<file path="src/rtl/ucmd_pkg.sv">
package ucmd_pkg;

  localparam int          HEX_DIGITS = 4;
  localparam logic [7:0]  CH_SPACE   = 8'h20;
  localparam logic [7:0]  CH_CR      = 8'h0D;
  localparam logic [7:0]  CH_LF      = 8'h0A;

  typedef enum logic [1:0] {RX_IDLE, RX_START, RX_DATA, RX_STOP} rx_state_t;

  typedef enum logic [3:0] {
    PS_BOOT, PS_CMD, PS_SP1, PS_ADR, PS_SP2, PS_DAT, PS_END, PS_WAIT, PS_BUS
  } ps_state_t;

  // returns {valid, nibble}
  function automatic logic [4:0] hex_decode(input logic [7:0] c);
    if (c >= 8'h30 && c <= 8'h39)
      return {1'b1, c[3:0]};
    else if ((c >= 8'h41 && c <= 8'h46) || (c >= 8'h61 && c <= 8'h66))
      return {1'b1, c[3:0] + 4'd9};
    else
      return 5'd0;
  endfunction

  function automatic logic [7:0] hex_encode(input logic [3:0] n);
    if (n < 4'd10) return 8'h30 + {4'd0, n};
    else           return 8'h37 + {4'd0, n};
  endfunction

  function automatic logic letter_is(input logic [7:0] c, input logic [7:0] upper);
    return (c == upper) || (c == (upper | 8'h20));
  endfunction

endpackage

</file>
<file path="src/rtl/ucmd_baud.sv">
module ucmd_baud #(
  parameter int PRESCALE = 3
) (
  input  logic clk,
  input  logic rst_n,
  output logic tick16
);
  localparam int             CW  = (PRESCALE < 1) ? 1 : $clog2(PRESCALE + 1);
  localparam logic [CW-1:0]  TOP = CW'(PRESCALE);

  logic [CW-1:0] cnt_q, cnt_d;
  logic          tick_d;

  always_comb begin
    tick_d = (cnt_q == TOP);
    cnt_d  = tick_d ? '0 : cnt_q + 1'b1;
  end

  always_ff @(posedge clk or negedge rst_n) begin
    if (!rst_n) begin
      cnt_q  <= '0;
      tick16 <= 1'b0;
    end else begin
      cnt_q  <= cnt_d;
      tick16 <= tick_d;
    end
  end
endmodule

</file>
<file path="src/rtl/ucmd_rx.sv">
module ucmd_rx
  import ucmd_pkg::*;
(
  input  logic       clk,
  input  logic       rst_n,
  input  logic       tick16,
  input  logic       line_in,
  output logic       valid,
  output logic [7:0] data
);
  localparam logic [3:0] MID_TICK  = 4'd6;
  localparam logic [3:0] LAST_TICK = 4'd15;

  logic [1:0] sync_q;
  logic       rxs;
  rx_state_t  st_q, st_d;
  logic [3:0] cnt_q, cnt_d;
  logic [2:0] idx_q, idx_d;
  logic [7:0] sh_q, sh_d;
  logic       valid_d;

  assign rxs  = sync_q[1];
  assign data = sh_q;

  always_comb begin
    st_d    = st_q;
    cnt_d   = cnt_q;
    idx_d   = idx_q;
    sh_d    = sh_q;
    valid_d = 1'b0;
    if (tick16) begin
      case (st_q)
        RX_IDLE: if (!rxs) begin
          st_d  = RX_START;
          cnt_d = '0;
        end
        RX_START: begin
          if (cnt_q == MID_TICK) begin
            cnt_d = '0;
            idx_d = '0;
            st_d  = rxs ? RX_IDLE : RX_DATA;
          end else cnt_d = cnt_q + 4'd1;
        end
        RX_DATA: begin
          if (cnt_q == LAST_TICK) begin
            cnt_d = '0;
            sh_d  = {rxs, sh_q[7:1]};
            if (idx_q == 3'd7) st_d = RX_STOP;
            else               idx_d = idx_q + 3'd1;
          end else cnt_d = cnt_q + 4'd1;
        end
        RX_STOP: begin
          if (cnt_q == LAST_TICK) begin
            valid_d = rxs;
            st_d    = RX_IDLE;
          end else cnt_d = cnt_q + 4'd1;
        end
        default: st_d = RX_IDLE;
      endcase
    end
  end

  always_ff @(posedge clk or negedge rst_n) begin
    if (!rst_n) begin
      sync_q <= 2'b11;
      st_q   <= RX_IDLE;
      cnt_q  <= '0;
      idx_q  <= '0;
      sh_q   <= '0;
      valid  <= 1'b0;
    end else begin
      sync_q <= {sync_q[0], line_in};
      st_q   <= st_d;
      cnt_q  <= cnt_d;
      idx_q  <= idx_d;
      sh_q   <= sh_d;
      valid  <= valid_d;
    end
  end
endmodule

</file>
<file path="src/rtl/ucmd_tx.sv">
module ucmd_tx
  import ucmd_pkg::*;
(
  input  logic        clk,
  input  logic        rst_n,
  input  logic        tick16,
  input  logic        resp_go,
  input  logic [15:0] resp_val,
  output logic        msg_busy,
  output logic        line_out
);
  // message sequencer
  logic        active_q, active_d;
  logic        banner_q, banner_d;
  logic [2:0]  idx_q, idx_d;
  logic [15:0] val_q, val_d;
  logic        go_q, go_d;
  logic [2:0]  last_idx;
  logic [7:0]  ch;
  logic [3:0]  nib;
  // serializer
  logic        sbusy_q, sbusy_d;
  logic [10:0] sh_q, sh_d;
  logic [3:0]  tcnt_q, tcnt_d;
  logic [3:0]  nbit_q, nbit_d;
  logic        out_q, out_d;

  assign msg_busy = active_q;
  assign line_out = out_q;
  assign last_idx = banner_q ? 3'd6 : 3'd5;
  assign nib      = 4'(val_q >> (4'd12 - {idx_q[1:0], 2'b00}));

  always_comb begin
    if (banner_q) begin
      case (idx_q)
        3'd0:    ch = 8'h52;
        3'd1:    ch = 8'h45;
        3'd2:    ch = 8'h41;
        3'd3:    ch = 8'h44;
        3'd4:    ch = 8'h59;
        3'd5:    ch = CH_CR;
        default: ch = CH_LF;
      endcase
    end else if (idx_q < 3'd4) ch = hex_encode(nib);
    else if (idx_q == 3'd4)    ch = CH_CR;
    else                       ch = CH_LF;
  end

  always_comb begin
    active_d = active_q;
    banner_d = banner_q;
    idx_d    = idx_q;
    val_d    = val_q;
    go_d     = 1'b0;
    if (go_q) begin
      idx_d = idx_q + 3'd1;
      if (idx_q == last_idx) active_d = 1'b0;
    end else if (active_q && !sbusy_q) begin
      go_d = 1'b1;
    end else if (!active_q && resp_go) begin
      active_d = 1'b1;
      banner_d = 1'b0;
      idx_d    = '0;
      val_d    = resp_val;
    end
  end

  always_comb begin
    sbusy_d = sbusy_q;
    sh_d    = sh_q;
    tcnt_d  = tcnt_q;
    nbit_d  = nbit_q;
    out_d   = out_q;
    if (go_q) begin
      sh_d    = {2'b11, ch, 1'b0};
      sbusy_d = 1'b1;
      tcnt_d  = '0;
      nbit_d  = '0;
    end else if (tick16 && sbusy_q) begin
      if (tcnt_q == 4'd0) out_d = sh_q[0];
      tcnt_d = tcnt_q + 4'd1;
      if (tcnt_q == 4'd15) begin
        sh_d   = {1'b1, sh_q[10:1]};
        nbit_d = nbit_q + 4'd1;
        if (nbit_q == 4'd10) sbusy_d = 1'b0;
      end
    end
  end

  always_ff @(posedge clk or negedge rst_n) begin
    if (!rst_n) begin
      active_q <= 1'b1;
      banner_q <= 1'b1;
      idx_q    <= '0;
      val_q    <= '0;
      go_q     <= 1'b0;
      sbusy_q  <= 1'b0;
      sh_q     <= '1;
      tcnt_q   <= '0;
      nbit_q   <= '0;
      out_q    <= 1'b1;
    end else begin
      active_q <= active_d;
      banner_q <= banner_d;
      idx_q    <= idx_d;
      val_q    <= val_d;
      go_q     <= go_d;
      sbusy_q  <= sbusy_d;
      sh_q     <= sh_d;
      tcnt_q   <= tcnt_d;
      nbit_q   <= nbit_d;
      out_q    <= out_d;
    end
  end
endmodule

</file>
<file path="src/rtl/ucmd_parse.sv">
module ucmd_parse
  import ucmd_pkg::*;
(
  input  logic        clk,
  input  logic        rst_n,
  input  logic        rx_valid,
  input  logic [7:0]  rx_data,
  input  logic        msg_busy,
  input  logic        bus_ack,
  input  logic [15:0] bus_rdat,
  output logic        bus_cyc,
  output logic        bus_stb,
  output logic        bus_we,
  output logic [15:0] bus_adr,
  output logic [15:0] bus_wdat,
  output logic        resp_go,
  output logic [15:0] resp_val
);
  localparam logic [1:0] LAST_DIGIT = 2'(HEX_DIGITS - 1);

  ps_state_t   st_q, st_d;
  logic        wr_q, wr_d;
  logic [15:0] adr_q, adr_d;
  logic [15:0] dat_q, dat_d;
  logic [1:0]  dcnt_q, dcnt_d;
  logic        go_d;
  logic [15:0] rval_d;
  logic [4:0]  hv;
  logic        is_sp;

  assign hv       = hex_decode(rx_data);
  assign is_sp    = (rx_data == CH_SPACE);
  assign bus_cyc  = (st_q == PS_BUS);
  assign bus_stb  = (st_q == PS_BUS);
  assign bus_we   = wr_q;
  assign bus_adr  = adr_q;
  assign bus_wdat = dat_q;

  always_comb begin
    st_d   = st_q;
    wr_d   = wr_q;
    adr_d  = adr_q;
    dat_d  = dat_q;
    dcnt_d = dcnt_q;
    go_d   = 1'b0;
    rval_d = resp_val;
    case (st_q)
      PS_BOOT: if (!msg_busy) st_d = PS_CMD;
      PS_CMD: if (rx_valid) begin
        if (letter_is(rx_data, 8'h57)) begin
          wr_d = 1'b1;
          st_d = PS_SP1;
        end else if (letter_is(rx_data, 8'h52)) begin
          wr_d = 1'b0;
          st_d = PS_SP1;
        end
      end
      PS_SP1: if (rx_valid) begin
        dcnt_d = '0;
        st_d   = is_sp ? PS_ADR : PS_CMD;
      end
      PS_ADR: if (rx_valid) begin
        if (!hv[4]) st_d = PS_CMD;
        else begin
          adr_d  = {adr_q[11:0], hv[3:0]};
          dcnt_d = dcnt_q + 2'd1;
          if (dcnt_q == LAST_DIGIT) st_d = wr_q ? PS_SP2 : PS_END;
        end
      end
      PS_SP2: if (rx_valid) begin
        dcnt_d = '0;
        st_d   = is_sp ? PS_DAT : PS_CMD;
      end
      PS_DAT: if (rx_valid) begin
        if (!hv[4]) st_d = PS_CMD;
        else begin
          dat_d  = {dat_q[11:0], hv[3:0]};
          dcnt_d = dcnt_q + 2'd1;
          if (dcnt_q == LAST_DIGIT) st_d = PS_END;
        end
      end
      PS_END: if (rx_valid) begin
        if (!is_sp)     st_d = PS_CMD;
        else if (wr_q)  st_d = PS_BUS;
        else            st_d = PS_WAIT;
      end
      PS_WAIT: if (!msg_busy) st_d = PS_BUS;
      PS_BUS: if (bus_ack) begin
        st_d = PS_CMD;
        if (!wr_q) begin
          go_d   = 1'b1;
          rval_d = bus_rdat;
        end
      end
      default: st_d = PS_CMD;
    endcase
  end

  always_ff @(posedge clk or negedge rst_n) begin
    if (!rst_n) begin
      st_q     <= PS_BOOT;
      wr_q     <= 1'b0;
      adr_q    <= '0;
      dat_q    <= '0;
      dcnt_q   <= '0;
      resp_go  <= 1'b0;
      resp_val <= '0;
    end else begin
      st_q     <= st_d;
      wr_q     <= wr_d;
      adr_q    <= adr_d;
      dat_q    <= dat_d;
      dcnt_q   <= dcnt_d;
      resp_go  <= go_d;
      resp_val <= rval_d;
    end
  end
endmodule

</file>
<file path="src/rtl/ucmd_bridge.sv">
module ucmd_bridge #(
  parameter int PRESCALE = 3
) (
  input  logic        clk,
  input  logic        rst_n,
  input  logic        ser_in,
  output logic        ser_out,
  output logic        bus_cyc,
  output logic        bus_stb,
  output logic        bus_we,
  output logic [15:0] bus_adr,
  output logic [15:0] bus_wdat,
  input  logic [15:0] bus_rdat,
  input  logic        bus_ack
);
  logic [1:0]  rs_q;
  logic        core_rst_n;
  logic        tick16;
  logic        rx_valid;
  logic [7:0]  rx_data;
  logic        msg_busy;
  logic        resp_go;
  logic [15:0] resp_val;

  // asynchronous assertion, synchronous release
  always_ff @(posedge clk or negedge rst_n) begin
    if (!rst_n) rs_q <= 2'b00;
    else        rs_q <= {rs_q[0], 1'b1};
  end
  assign core_rst_n = rs_q[1];

  ucmd_baud #(.PRESCALE(PRESCALE)) baud_i (
    .clk(clk), .rst_n(core_rst_n), .tick16(tick16)
  );

  ucmd_rx rx_i (
    .clk(clk), .rst_n(core_rst_n), .tick16(tick16), .line_in(ser_in),
    .valid(rx_valid), .data(rx_data)
  );

  ucmd_parse parse_i (
    .clk(clk), .rst_n(core_rst_n), .rx_valid(rx_valid), .rx_data(rx_data),
    .msg_busy(msg_busy), .bus_ack(bus_ack), .bus_rdat(bus_rdat),
    .bus_cyc(bus_cyc), .bus_stb(bus_stb), .bus_we(bus_we),
    .bus_adr(bus_adr), .bus_wdat(bus_wdat),
    .resp_go(resp_go), .resp_val(resp_val)
  );

  ucmd_tx tx_i (
    .clk(clk), .rst_n(core_rst_n), .tick16(tick16),
    .resp_go(resp_go), .resp_val(resp_val),
    .msg_busy(msg_busy), .line_out(ser_out)
  );
endmodule

</file>
<file path="config.mk">
export PLATFORM = sky130hd
export DESIGN_NAME = ucmd_bridge
export DESIGN_NICKNAME = d
export VERILOG_FILES = /design/src/rtl/ucmd_pkg.sv /design/src/rtl/ucmd_baud.sv /design/src/rtl/ucmd_rx.sv /design/src/rtl/ucmd_tx.sv /design/src/rtl/ucmd_parse.sv /design/src/rtl/ucmd_bridge.sv
export SDC_FILE = /design/constraint.sdc
export NUM_CORES = 1
export LEC_CHECK = 0
export BUFFER_PORTS_ARGS = -buffer_cell sky130_fd_sc_hd__buf_4
export CAP_MARGIN = 20
export CELL_PAD_IN_SITES_DETAIL_PLACEMENT = 1
export CELL_PAD_IN_SITES_GLOBAL_PLACEMENT = 1
export CORE_ASPECT_RATIO = 1.2
export CORE_UTILIZATION = 40
export CTS_CLUSTER_DIAMETER = 40
export CTS_CLUSTER_SIZE = 28
export DETAILED_ROUTE_END_ITERATION = 12
export HOLD_SLACK_MARGIN = 0.03
export PLACE_DENSITY_LB_ADDON = 0.1
export SYNTH_ARGS = -nofsm -noshare
export SYNTH_HDL_FRONTEND = slang
export SYNTH_SLANG_ARGS = --single-unit
</file>
<file path="constraint.sdc">
create_clock -name clk -period 7 [get_ports clk]
set_input_delay 1.05 -clock clk [delete_from_list [all_inputs] [get_ports clk]]
set_output_delay 1.05 -clock clk [all_outputs]
set_load 0.005 [all_outputs]
</file>
-- Yosys cells after proc, flatten, opt, wreduce, memory -nomap -nowiden
Cells that the tools add are included.
- register bits after elaboration: 124
- latch bits: 0
- bits in writable memories: 0
- bits in read-only memories: 0
- bits of input ports: 20
- output and inout bits: 36
- logic and storage cells: 221
- memories: 0
- add/subtract/negate cells: 11
- multiply operators: 0
- divide/modulo/power cells: 0
- order comparisons: 8
- equality and inequality tests: 53
- shift-type cells: 1
- muxes and demuxes: 79
- bitwise operators: 3
- reduce and logical (&&, ||, !) cells: 40
- operators with widths (cell ; count):
    $mux 4 ; 26
    $pmux 7 s6 ; 1
    $pmux 4 s9 ; 1
    $mux 11 ; 3
    $eq 8x7->1 const B ; 4
    $reduce_and 3->1 ; 10
    $mux 2 ; 13
    $mux 3 ; 8
    $mux 8 ; 3
    $ne 2x2->1 const B ; 12
    $eq 4x3->1 const B ; 5
    $mux 1 ; 18
    $ne 2x1->1 const B ; 9
    $eq 4x4->1 const B ; 4
    $ge 8x7->1 const B ; 2
    $le 8x7->1 const B ; 2
    $pmux 4 s4 ; 1
    $shr 16x4->4 ; 1
    $add 6x4->7 const A ; 2
    $reduce_bool 2->1 ; 7
    $add 4x1->4 const B ; 3
    $reduce_and 12->1 ; 1
    $mux 5 ; 2
    $eq 3x3->1 const B ; 3
    other kinds (33) ; 54

-- Logic depth before layout (Yosys ltp)
Gate-level depths: netlist of run 1.
- depth after elaboration: 8
- mapped depth: 9

-- Hierarchy
From an unflattened synthesis of run 1, not the netlist that was laid out.
- cells, all modules: 511
- area total of the unflattened synthesis: 6053.3 um^2
- modules (own cells, without submodules) (module ; instances ; cells an instance ; area each (um^2)):
    ucmd_parse ; 1 ; 222 ; 2687.6
    ucmd_tx ; 1 ; 194 ; 2218.4
    ucmd_rx ; 1 ; 87 ; 1002.2
    ucmd_baud ; 1 ; 5 ; 91.3
    ucmd_bridge ; 1 ; 3 ; 53.8

-- Worst setup path after synthesis of run 1
Ideal clock, no wire load.
- path kind: register to register
- from: reg rx_i.sh_q[0] (netlist: rx_i.data[0])
- to: reg parse_i.st_q[0]
- arrival time: 2.209 ns
- required time: 6.874 ns
- setup slack: 4.665 ns
- stages on the path, launching flop included: 10
- buffers on the path: 2
- period minus slack after synthesis: 2.335 ns
- path through: dfrtp_1 inv_1 ha_1 or3b_1 and4_1 buf_6 or2_1 buf_6 mux2_4 o32a_1
- cells in the longest elaborated chain, start to end: 8
- RTL lines (element ; RTL line ; source):
    start, declared ; ucmd_rx.sv:19 ; logic [7:0] sh_q, sh_d;
    start signal, assigned ; ucmd_rx.sv:69 ; sh_q <= '0;
    start signal, assigned ; ucmd_rx.sv:76 ; sh_q <= sh_d;
    $ge 8x7->1 / $le 8x7->1 (equally long branches) ; ucmd_pkg.sv:18 ; else if ((c >= 8'h41 && c <= 8'h46) || (c >= 8'h61 && c <= 8'h66))
    $logic_and 1x1->1 ; ucmd_pkg.sv:18 ;
    $logic_or 1x1->1 ; ucmd_pkg.sv:18 ;
    $mux 5 ; ucmd_pkg.sv:18 ;
    $mux 5 ; ucmd_pkg.sv:16 ; if (c >= 8'h30 && c <= 8'h39)
    $mux 4 (on tied branches) ; ucmd_parse.sv:75, ucmd_parse.sv:63 ;
    $mux 4 (on tied branches) ; ucmd_parse.sv:74, ucmd_parse.sv:62 ;
    $pmux 4 s9 ; ucmd_parse.sv:47 ; case (st_q)
    end signal, assigned ; ucmd_parse.sv:109 ; st_q <= st_d;
    end, declared ; ucmd_parse.sv:21 ; ps_state_t st_q, st_d;
Several ways; a longest one is shown, not always the timed one. The select of a mux whose other input is x is not followed.
A chain may end at the register's enable or synchronous reset.

-- Final worst setup path of run 1
- from: reg rx_i.sh_q[0] (netlist: rx_i.data[0])
- to: reg parse_i.dat_q[8] (netlist: parse_i.bus_wdat[8])
- cells in the longest elaborated chain, start to end: 6
- RTL lines (element ; RTL line ; source):
    $ge 8x7->1 / $le 8x7->1 (equally long branches) ; ucmd_pkg.sv:18 ;
    $logic_and 1x1->1 ; ucmd_pkg.sv:18 ;
    $logic_or 1x1->1 ; ucmd_pkg.sv:18 ;
    $mux 5 ; ucmd_pkg.sv:18 ;
    $mux 5 (*) ; ucmd_pkg.sv:16 ;
    $reduce_and 3->1 (no source line) (*) ; n/a ;
    end signal, assigned ; ucmd_parse.sv:112 ; dat_q <= dat_d;
    end, declared ; ucmd_parse.sv:24 ; logic [15:0] dat_q, dat_d;
Every way passes the cells marked *; elsewhere a longest branch is shown, timed or not.

==> results of run 1 <==
-- cell families (layout without fill, tap and decap cells) --
group                    after synthesis  count (layout)  synth area share
AND/OR/NAND/NOR                      124             124            0.1092
AO/OA/AOI/OAI                         92              92            0.1047
other                                  1               1         0.0006444
adder cells (fa/ha/maj)               21              21           0.04515
multiplexers                          79              79            0.1591
flip-flops                           122             122            0.5276
buffers and inverters                 51             115           0.03848
XOR/XNOR                              10              10           0.01505
-- state kept, by name, summed over array words and instances, names as in the netlist, 2 cells and up, named ones only --
name,cells
tx_i.nbit_q,4
tx_i.sh_q,9
parse_i.bus_wdat,16
rx_i.data,8
parse_i.bus_adr,16
rx_i.sync_q,2
tx_i.idx_q,3
rx_i.cnt_q,4
rx_i.idx_q,3
tx_i.val_q,16
parse_i.dcnt_q,2
baud_i.cnt_q,2
parse_i.st_q,4
tx_i.tcnt_q,4
rs_q,2
parse_i.resp_val,16
-- cell usage after synthesis, types with 5 or more instances --
cell	count	area share
nor2_1	30	0.019
ha_1	21	0.045
xnor2_1	6	0.0090
mux2_2	64	0.12
dfstp_2	14	0.063
nand2_1	33	0.021
buf_2	5	0.0043
dfrtp_1	108	0.46
nand3_1	10	0.0086
mux2i_1	10	0.017
inv_1	23	0.015
nor3_1	6	0.0052
o21ai_0	27	0.023
a21oi_1	20	0.017
clkbuf_1	17	0.011
nand2b_1	6	0.0065
o21bai_1	5	0.0065
nor2b_1	11	0.012
-- placed cells by master, fill, tap and decap left out, drive strengths merged, types with 4 or more instances in the layout --
cell type and count:
inv 24, a211oi 5, nand2 33, nor4b 4, dfrtp 108, nor3 6
nor2b 11, ha 21, a21oi 20, nand2b 6, mux2 65, o21ai 27
bufinv 4, o21bai 5, nor2 30, nand3 10, xnor2 6, mux4 4
dfstp 14, clkbuf 21, a22oi 4, mux2i 10, clkinv 5, buf 58
xor2 4
-- critical path, cell delays in order, from the launching register on --
cell,delay [ns]
dfrtp_1,0.41
inv_1,0.16
ha_1,0.21
or3b_1,0.35
and4_1,0.28
o2111ai_2,0.76
mux2_2,0.42
-- metrics by stage --
| stage | cells | setup slack (ns) | power [mW] | cell area (sq um) |
|---|---|---|---|---|
| floorplan | 500 | 3.374 | 1.344 | 5819 |
| finish | 735 | 4.288 | 2.379 | 6968 |
| detailed placement | 702 | 4.319 | 1.473 | 6345 |
| global route | 735 | 4.141 | 2.523 | 6968 |
| global placement | 702 | 4.434 | 1.445 | 6345 |
| CTS | 734 | 4.257 | 2.407 | 6963 |
-- power by group --
part           internal [mW]  switching [mW]  leakage (nW)
Clock                  0.603           0.309         0.296
Sequential             0.841           0.159          1.61
Combinational          0.234           0.233          1.46
-- worst max path at each step --
stage,startpoint,to,slack [ns]
floorplan,rs_q[1]$_DFF_PN0_,asynchronous set/reset pin,3.37
global placement,rx_i.data[0]$_DFFE_PN0P_,parse_i.bus_wdat[12]$_DFFE_PN0P_,4.43
detailed placement,rx_i.data[0]$_DFFE_PN0P_,parse_i.bus_wdat[8]$_DFFE_PN0P_,4.32
CTS,parse_i.st_q[0]$_DFFE_PN0P_,bus_cyc,4.26
global route,rx_i.data[0]$_DFFE_PN0P_,parse_i.bus_wdat[8]$_DFFE_PN0P_,4.14
finish,rx_i.data[0]$_DFFE_PN0P_,parse_i.bus_wdat[8]$_DFFE_PN0P_,4.29
-- layer usage --
metal / routed length [um] / global-route usage / part of all wire
met3: 375 / 0.03841 / 0.031
met4: 214 / 0.07778 / 0.018
met1: 5543 / 0.2262 / 0.46
met5: 0 / 0 / 0
met2: 5970 / 0.2833 / 0.49
-- area by class of cell --
class | instances | area, sq um | area share
clock buffers | 20 | 446.7 | 0.06410
clock inverters | 12 | 171.4 | 0.02460
inverters | 24 | 90.09 | 0.01293
multi-input cells | 327 | 2531 | 0.3633
flip-flops and latches | 122 | 3074 | 0.4412
well taps | 171 | 214.0 | 0.03071
repair buffers | 59 | 440.4 | 0.06321
==> reports/qor.txt, run 1 <==
warnings from Yosys = 0
CTS root buf = clkbuf_16
I/O pins = 56
Initial Utilization = 0.4158
Diodes inserted = 0
CTS buffer count = 17
Crit. End Element = flip-flop
Post-Syn Area = 0.005819 sq mm
vias in the first global route = 4123
DR pass1 iterations = 8
Max Slew Vio Count = 0
Reg clk slew, reported paths = 0.05 ns
initial detailed-routing violation count = 207
post-synthesis cell type count = 63
Final Hold Fails = 0
Reg2Reg Setup Slack = 4.29 ns
power density over the cells = 341.5 mW/mm^2
nets = 592
DIE WIDTH = 112.1 um
sequential share of the synthesized area = 0.5276
Overflow after GRT = 0
final wirelength = 12.10 mm
Resized cells post-CTS = 0
DRC Markers = 5
worst-path fanout max = 20
Final Setup Violations = 0
layout cell share with drive strength beyond 1 = 0.3174
reg2reg end = parse_i.bus_wdat[8]$_DFFE_PN0P_
Max H-tree Level = 4
#FFs+latches synth = 122
Reg2Reg Launch Point = rx_i.data[0]$_DFFE_PN0P_
Final Skew = 0.007141 ns
Total Neg Setup Slack = 0 ns
main flop type after synthesis = dfrtp_1
fill cell count = 1496
CORE AREA = 0.01400 sq mm
post-synth net total = 541
Tcrit/Tclk final = 0.3874
Die Footprint = 0.01504 sq mm
TritonCTS clock tree = yes
syn avg cell area = 11.64 sq um
Req. time, crit path = 7.29 ns
Detail Route Antenna Nets = 0
DR vias = 3983
max_slew headroom = 0.3711
Clock Sinks = 122
CTS Buffer Depth = 2
Slew @ Worst Pin = 0.9434 ns
r2r worst-path depth = 6
Mapped Cells = 500
pin count of the biggest net entering global routing = 77
outcome = finished with violations
Vias/cell = 5.419
DIE HEIGHT = 134.1 um
Post-synth EDFFs = 0
CP Class = flip-flop to flip-flop
postcts setup bufs = 0
gr usage total = 0.1751
# Max-Cap Violations = 0
clock latency at the later pin of the worst-skew pair = 0.41 ns
Synth-to-Final Area Change = 19.74%
global-route wire length before repair = 20.64 mm
min Tclk post-route = 2.712 ns
Worst Path Arrival = 3.00 ns
WL/cell = 16.47 um
initial antenna violation count = 0
DP Wirelength = 8.233 mm
hold_ws = 0.3280 ns
GPL Wtd Cong = 0.7747
asr flop ratio synth = 1.000
worst hold-check path type = flip-flop to asynchronous set/reset pin
Rows = 47
I/O Buffers = 55
Post-CTS Hold Fix Bufs = 0
Max VDD drop = 0.1609 mV
Worst Setup Start Kind = flip-flop
RSZ-0062 raised after global routing = false
LEAKAGE = 3.365 nW
fin util = 0.4979
Peak Freq = 368.7 MHz
failing checks = DRC
Power figures use the tool's default switching activity.
==> run 2, diff against run 1 <==
- clock period: 7 -> 2.5 ns (I/O delays scaled with it)
==> run 2 against run 1 <==
Net effect: the flow still finishes with violations (DRC); total power grew to 2.8 times the previous value; routed wire length grew 3.8%; worst hold slack lost 0.25 ns; cell count grew 2.0%; highest routed layer unchanged; clock skew grew 0.0019 ns; critical path depth grew 1.
==> reports/qor.txt, run 2 (synthesis results as in run 1) <==
outcome = finished with violations (unchanged)
failing checks = DRC (unchanged)
Reg2Reg Setup Slack = 0.11 ns (was 4.29 ns)
Reg2Reg Launch Point = rx_i.data[1]$_DFFE_PN0P_ (was rx_i.data[0]$_DFFE_PN0P_)
DR pass1 iterations = 8 (unchanged)
met3 GRT Util = 0.03886 (was 0.03841)
final wirelength = 12.56 mm (was 12.10 mm)
Worst setup startpoint = rx_i.data[1]$_DFFE_PN0P_ (was rx_i.data[0]$_DFFE_PN0P_)
M1 GR Usage = 0.2307 (was 0.2262)
fill cell count = 1483 (was 1496)
clock latency at the later pin of the worst-skew pair = 0.41 ns (about the same)
met2 Use GR = 0.3057 (was 0.2833)
Final Skew = 0.009064 ns (was 0.007141 ns)
Peak Freq = 418.1 MHz (was 368.7 MHz)
CTS buffer count = 17 (unchanged)
max_slew headroom = 0.5307 (was 0.3711)
Initial Utilization = 0.4158 (unchanged)
hold_ws = 0.07469 ns (was 0.3280 ns)
Reg clk slew, reported paths = 0.06 ns (was 0.05 ns)
Clock power frac = 0.385 (was 0.383)
DIE WIDTH = 112.1 um (unchanged)
nets = 607 (was 592)
DP Wirelength = 8.694 mm (was 8.233 mm)
Vias/cell = 5.361 (was 5.419)
Worst Path Arrival = 2.69 ns (was 3.00 ns)
DR vias = 4021 (was 3983)
pin count of the biggest net entering global routing = 58 (was 77)
Max H-tree Level = 4 (unchanged)
GPL Wtd Cong = 0.8533 (was 0.7747)
Worst Setup Start Kind = flip-flop (unchanged)
Slew @ Worst Pin = 0.6952 ns (was 0.9434 ns)
Final Hold Fails = 0 (unchanged)
Req. time, crit path = 2.79 ns (was 7.29 ns)
gr usage total = 0.1830 (was 0.1751)
I/O pins = 56 (unchanged)
commonest non-fill, non-tap cells in the layout = dfrtp_1, buf_4, mux2_2 (was dfrtp_1, mux2_2, buf_4)
# Max-Cap Violations = 0 (unchanged)
LEAKAGE = 3.447 nW (was 3.365 nW)
initial detailed-routing violation count = 166 (was 207)
CORE AREA = 0.01400 sq mm (unchanged)
worst hold-check path type = primary input to flip-flop (was flip-flop to asynchronous set/reset pin)
hold path depth = 1
Crit. End Element = flip-flop (unchanged)
Diodes inserted = 0 (unchanged)
worst setup margin = 0.1079 ns (was 4.288 ns)
Int Power = 4.747 mW (was 1.678 mW)
TritonCTS clock tree = yes (unchanged)
pre-CTS setup slack = 0.06240 ns (was 4.319 ns)
Detail Route Antenna Nets = 0 (unchanged)
Sequential Power Share = 0.400 (was 0.420)
global-route wire length before repair = 21.55 mm (was 20.64 mm)
reg2reg end = parse_i.st_q[0]$_DFFE_PN0P_ (was parse_i.bus_wdat[8]$_DFFE_PN0P_)
min Tclk post-route = 2.392 ns (was 2.712 ns)
r2r worst-path depth = 7 (was 6)
worst-path fanout max = 6 (was 20)
CP Class = flip-flop to flip-flop (unchanged)
Placed Instances = 716 (was 702)
RSZ-0062 raised after global routing = false (unchanged)
Rows = 47 (unchanged)
I/O Buffers = 55 (unchanged)
Tcrit/Tclk final = 0.9568 (was 0.3874)
logic gate share of total power = 0.216 (was 0.197)
vias in the first global route = 4248 (was 4123)
DRC Markers = 6 (was 5)
Die Footprint = 0.01504 sq mm (unchanged)
Total Neg Setup Slack = 0 ns (unchanged)
postcts setup bufs = 0 (unchanged)
CTS Buffer Depth = 2 (unchanged)
Overflow after GRT = 0 (unchanged)
WL/cell = 16.75 um (was 16.47 um)
initial antenna violation count = 0 (unchanged)
GR peak layer = met2 (unchanged)
Synth-to-Final Area Change = 22.45% (was 19.74%)
Max VDD drop = 0.4039 mV (was 0.1609 mV)
Clock Sinks = 122 (unchanged)
layout cell share with drive strength beyond 1 = 0.3402 (was 0.3174)
Max Slew Vio Count = 0 (unchanged)
Final Non-Filler Cells = 750 (was 735)
Final Setup Violations = 0 (unchanged)
Sw Share = 0.2986 (was 0.2949)
worst setup path end = parse_i.st_q[0]$_DFFE_PN0P_ (was parse_i.bus_wdat[8]$_DFFE_PN0P_)
commonest non-fill, non-tap cell in the layout = dfrtp_1 (unchanged)
Sw Pwr = 2.021 mW (was 0.7015 mW)
power density over the cells = 949.9 mW/mm^2 (was 341.5 mW/mm^2)
DIE HEIGHT = 134.1 um (unchanged)
CTS root buf = clkbuf_16 (unchanged)
[run 2: changes by cell type in the layout (fill, tap and decap cells not counted), sizes merged]
cell,previous run,this run
clkbuf,21,18
buf,58,73
clkinv,5,7
dlygate4sd3,0,1
[run 2: final cells by class]
type,instances,area (sq um),area share
timing repair buffer,74,570.5,0.08007
tap,171,214.0,0.03003
clock buffer,18,439.2,0.06163
sequential,122,3074,0.4314
multi-input combinational,327,2541,0.3566
clock inverter,14,196.4,0.02757
inverter,24,90.09,0.01264
[run 2: critical path: stages (launching register included)]
cell and delay [ns]:
dfrtp_1 0.44, inv_1 0.14, ha_1 0.20, or3b_1 0.35, and4_2 0.29, or2_4 0.27, mux2_4 0.30, o32a_1 0.28
[run 2: how the worst min path moves through the flow]
| stage | slack (ns) | startpoint | end |
|---|---|---|---|
| 2_1_floorplan | 0.08 | rst_n | rs_q[0]$_DFF_PN0_ |
| 3_3_place_gp | 0.16 | rst_n | rs_q[0]$_DFF_PN0_ |
| 3_5_place_dp | 0.16 | rst_n | rs_q[0]$_DFF_PN0_ |
| 4_1_cts | 0.06 | ser_in | rx_i.sync_q[0]$_DFF_PN1_ |
| 5_1_grt | 0.06 | ser_in | rx_i.sync_q[0]$_DFF_PN1_ |
| 6_report | 0.07 | ser_in | rx_i.sync_q[0]$_DFF_PN1_ |
[run 2: power groups by stage]
stage               Combinational, mW  Sequential, mW  Clock (mW)
global placement                 1.38            2.71           0
detailed placement               1.46            2.74           0
CTS                              1.48            2.71        2.66
finish                           1.46            2.70        2.60
global route                     1.67            2.77        2.75
floorplan                        1.20            2.57           0
[run 2: timing repair]
item	CTS	global route
hold buffers	1	0
resized for setup	0	6
endpoints found under the setup margin	0	14
hold endpoints to repair	2	0
[run 2: layer usage]
| layer | part of all wire | vias up |
|---|---|---|
| met5 | 0 | - |
| met4 | 0.018 | 0 |
| met3 | 0.027 | 19 |
| met2 | 0.51 | 61 |
| met1 | 0.44 | 2033 |
| li1 | - | 1908 |
[run 2: metrics by stage]
step	power (mW)	util	area, sq um
2_1_floorplan	3.763	-	5821
3_3_place_gp	4.095	0.4612	6455
3_5_place_dp	4.198	0.4615	6459
4_1_cts	6.848	0.5076	7104
5_1_grt	7.192	0.5091	7126
6_report	6.768	0.5091	7126
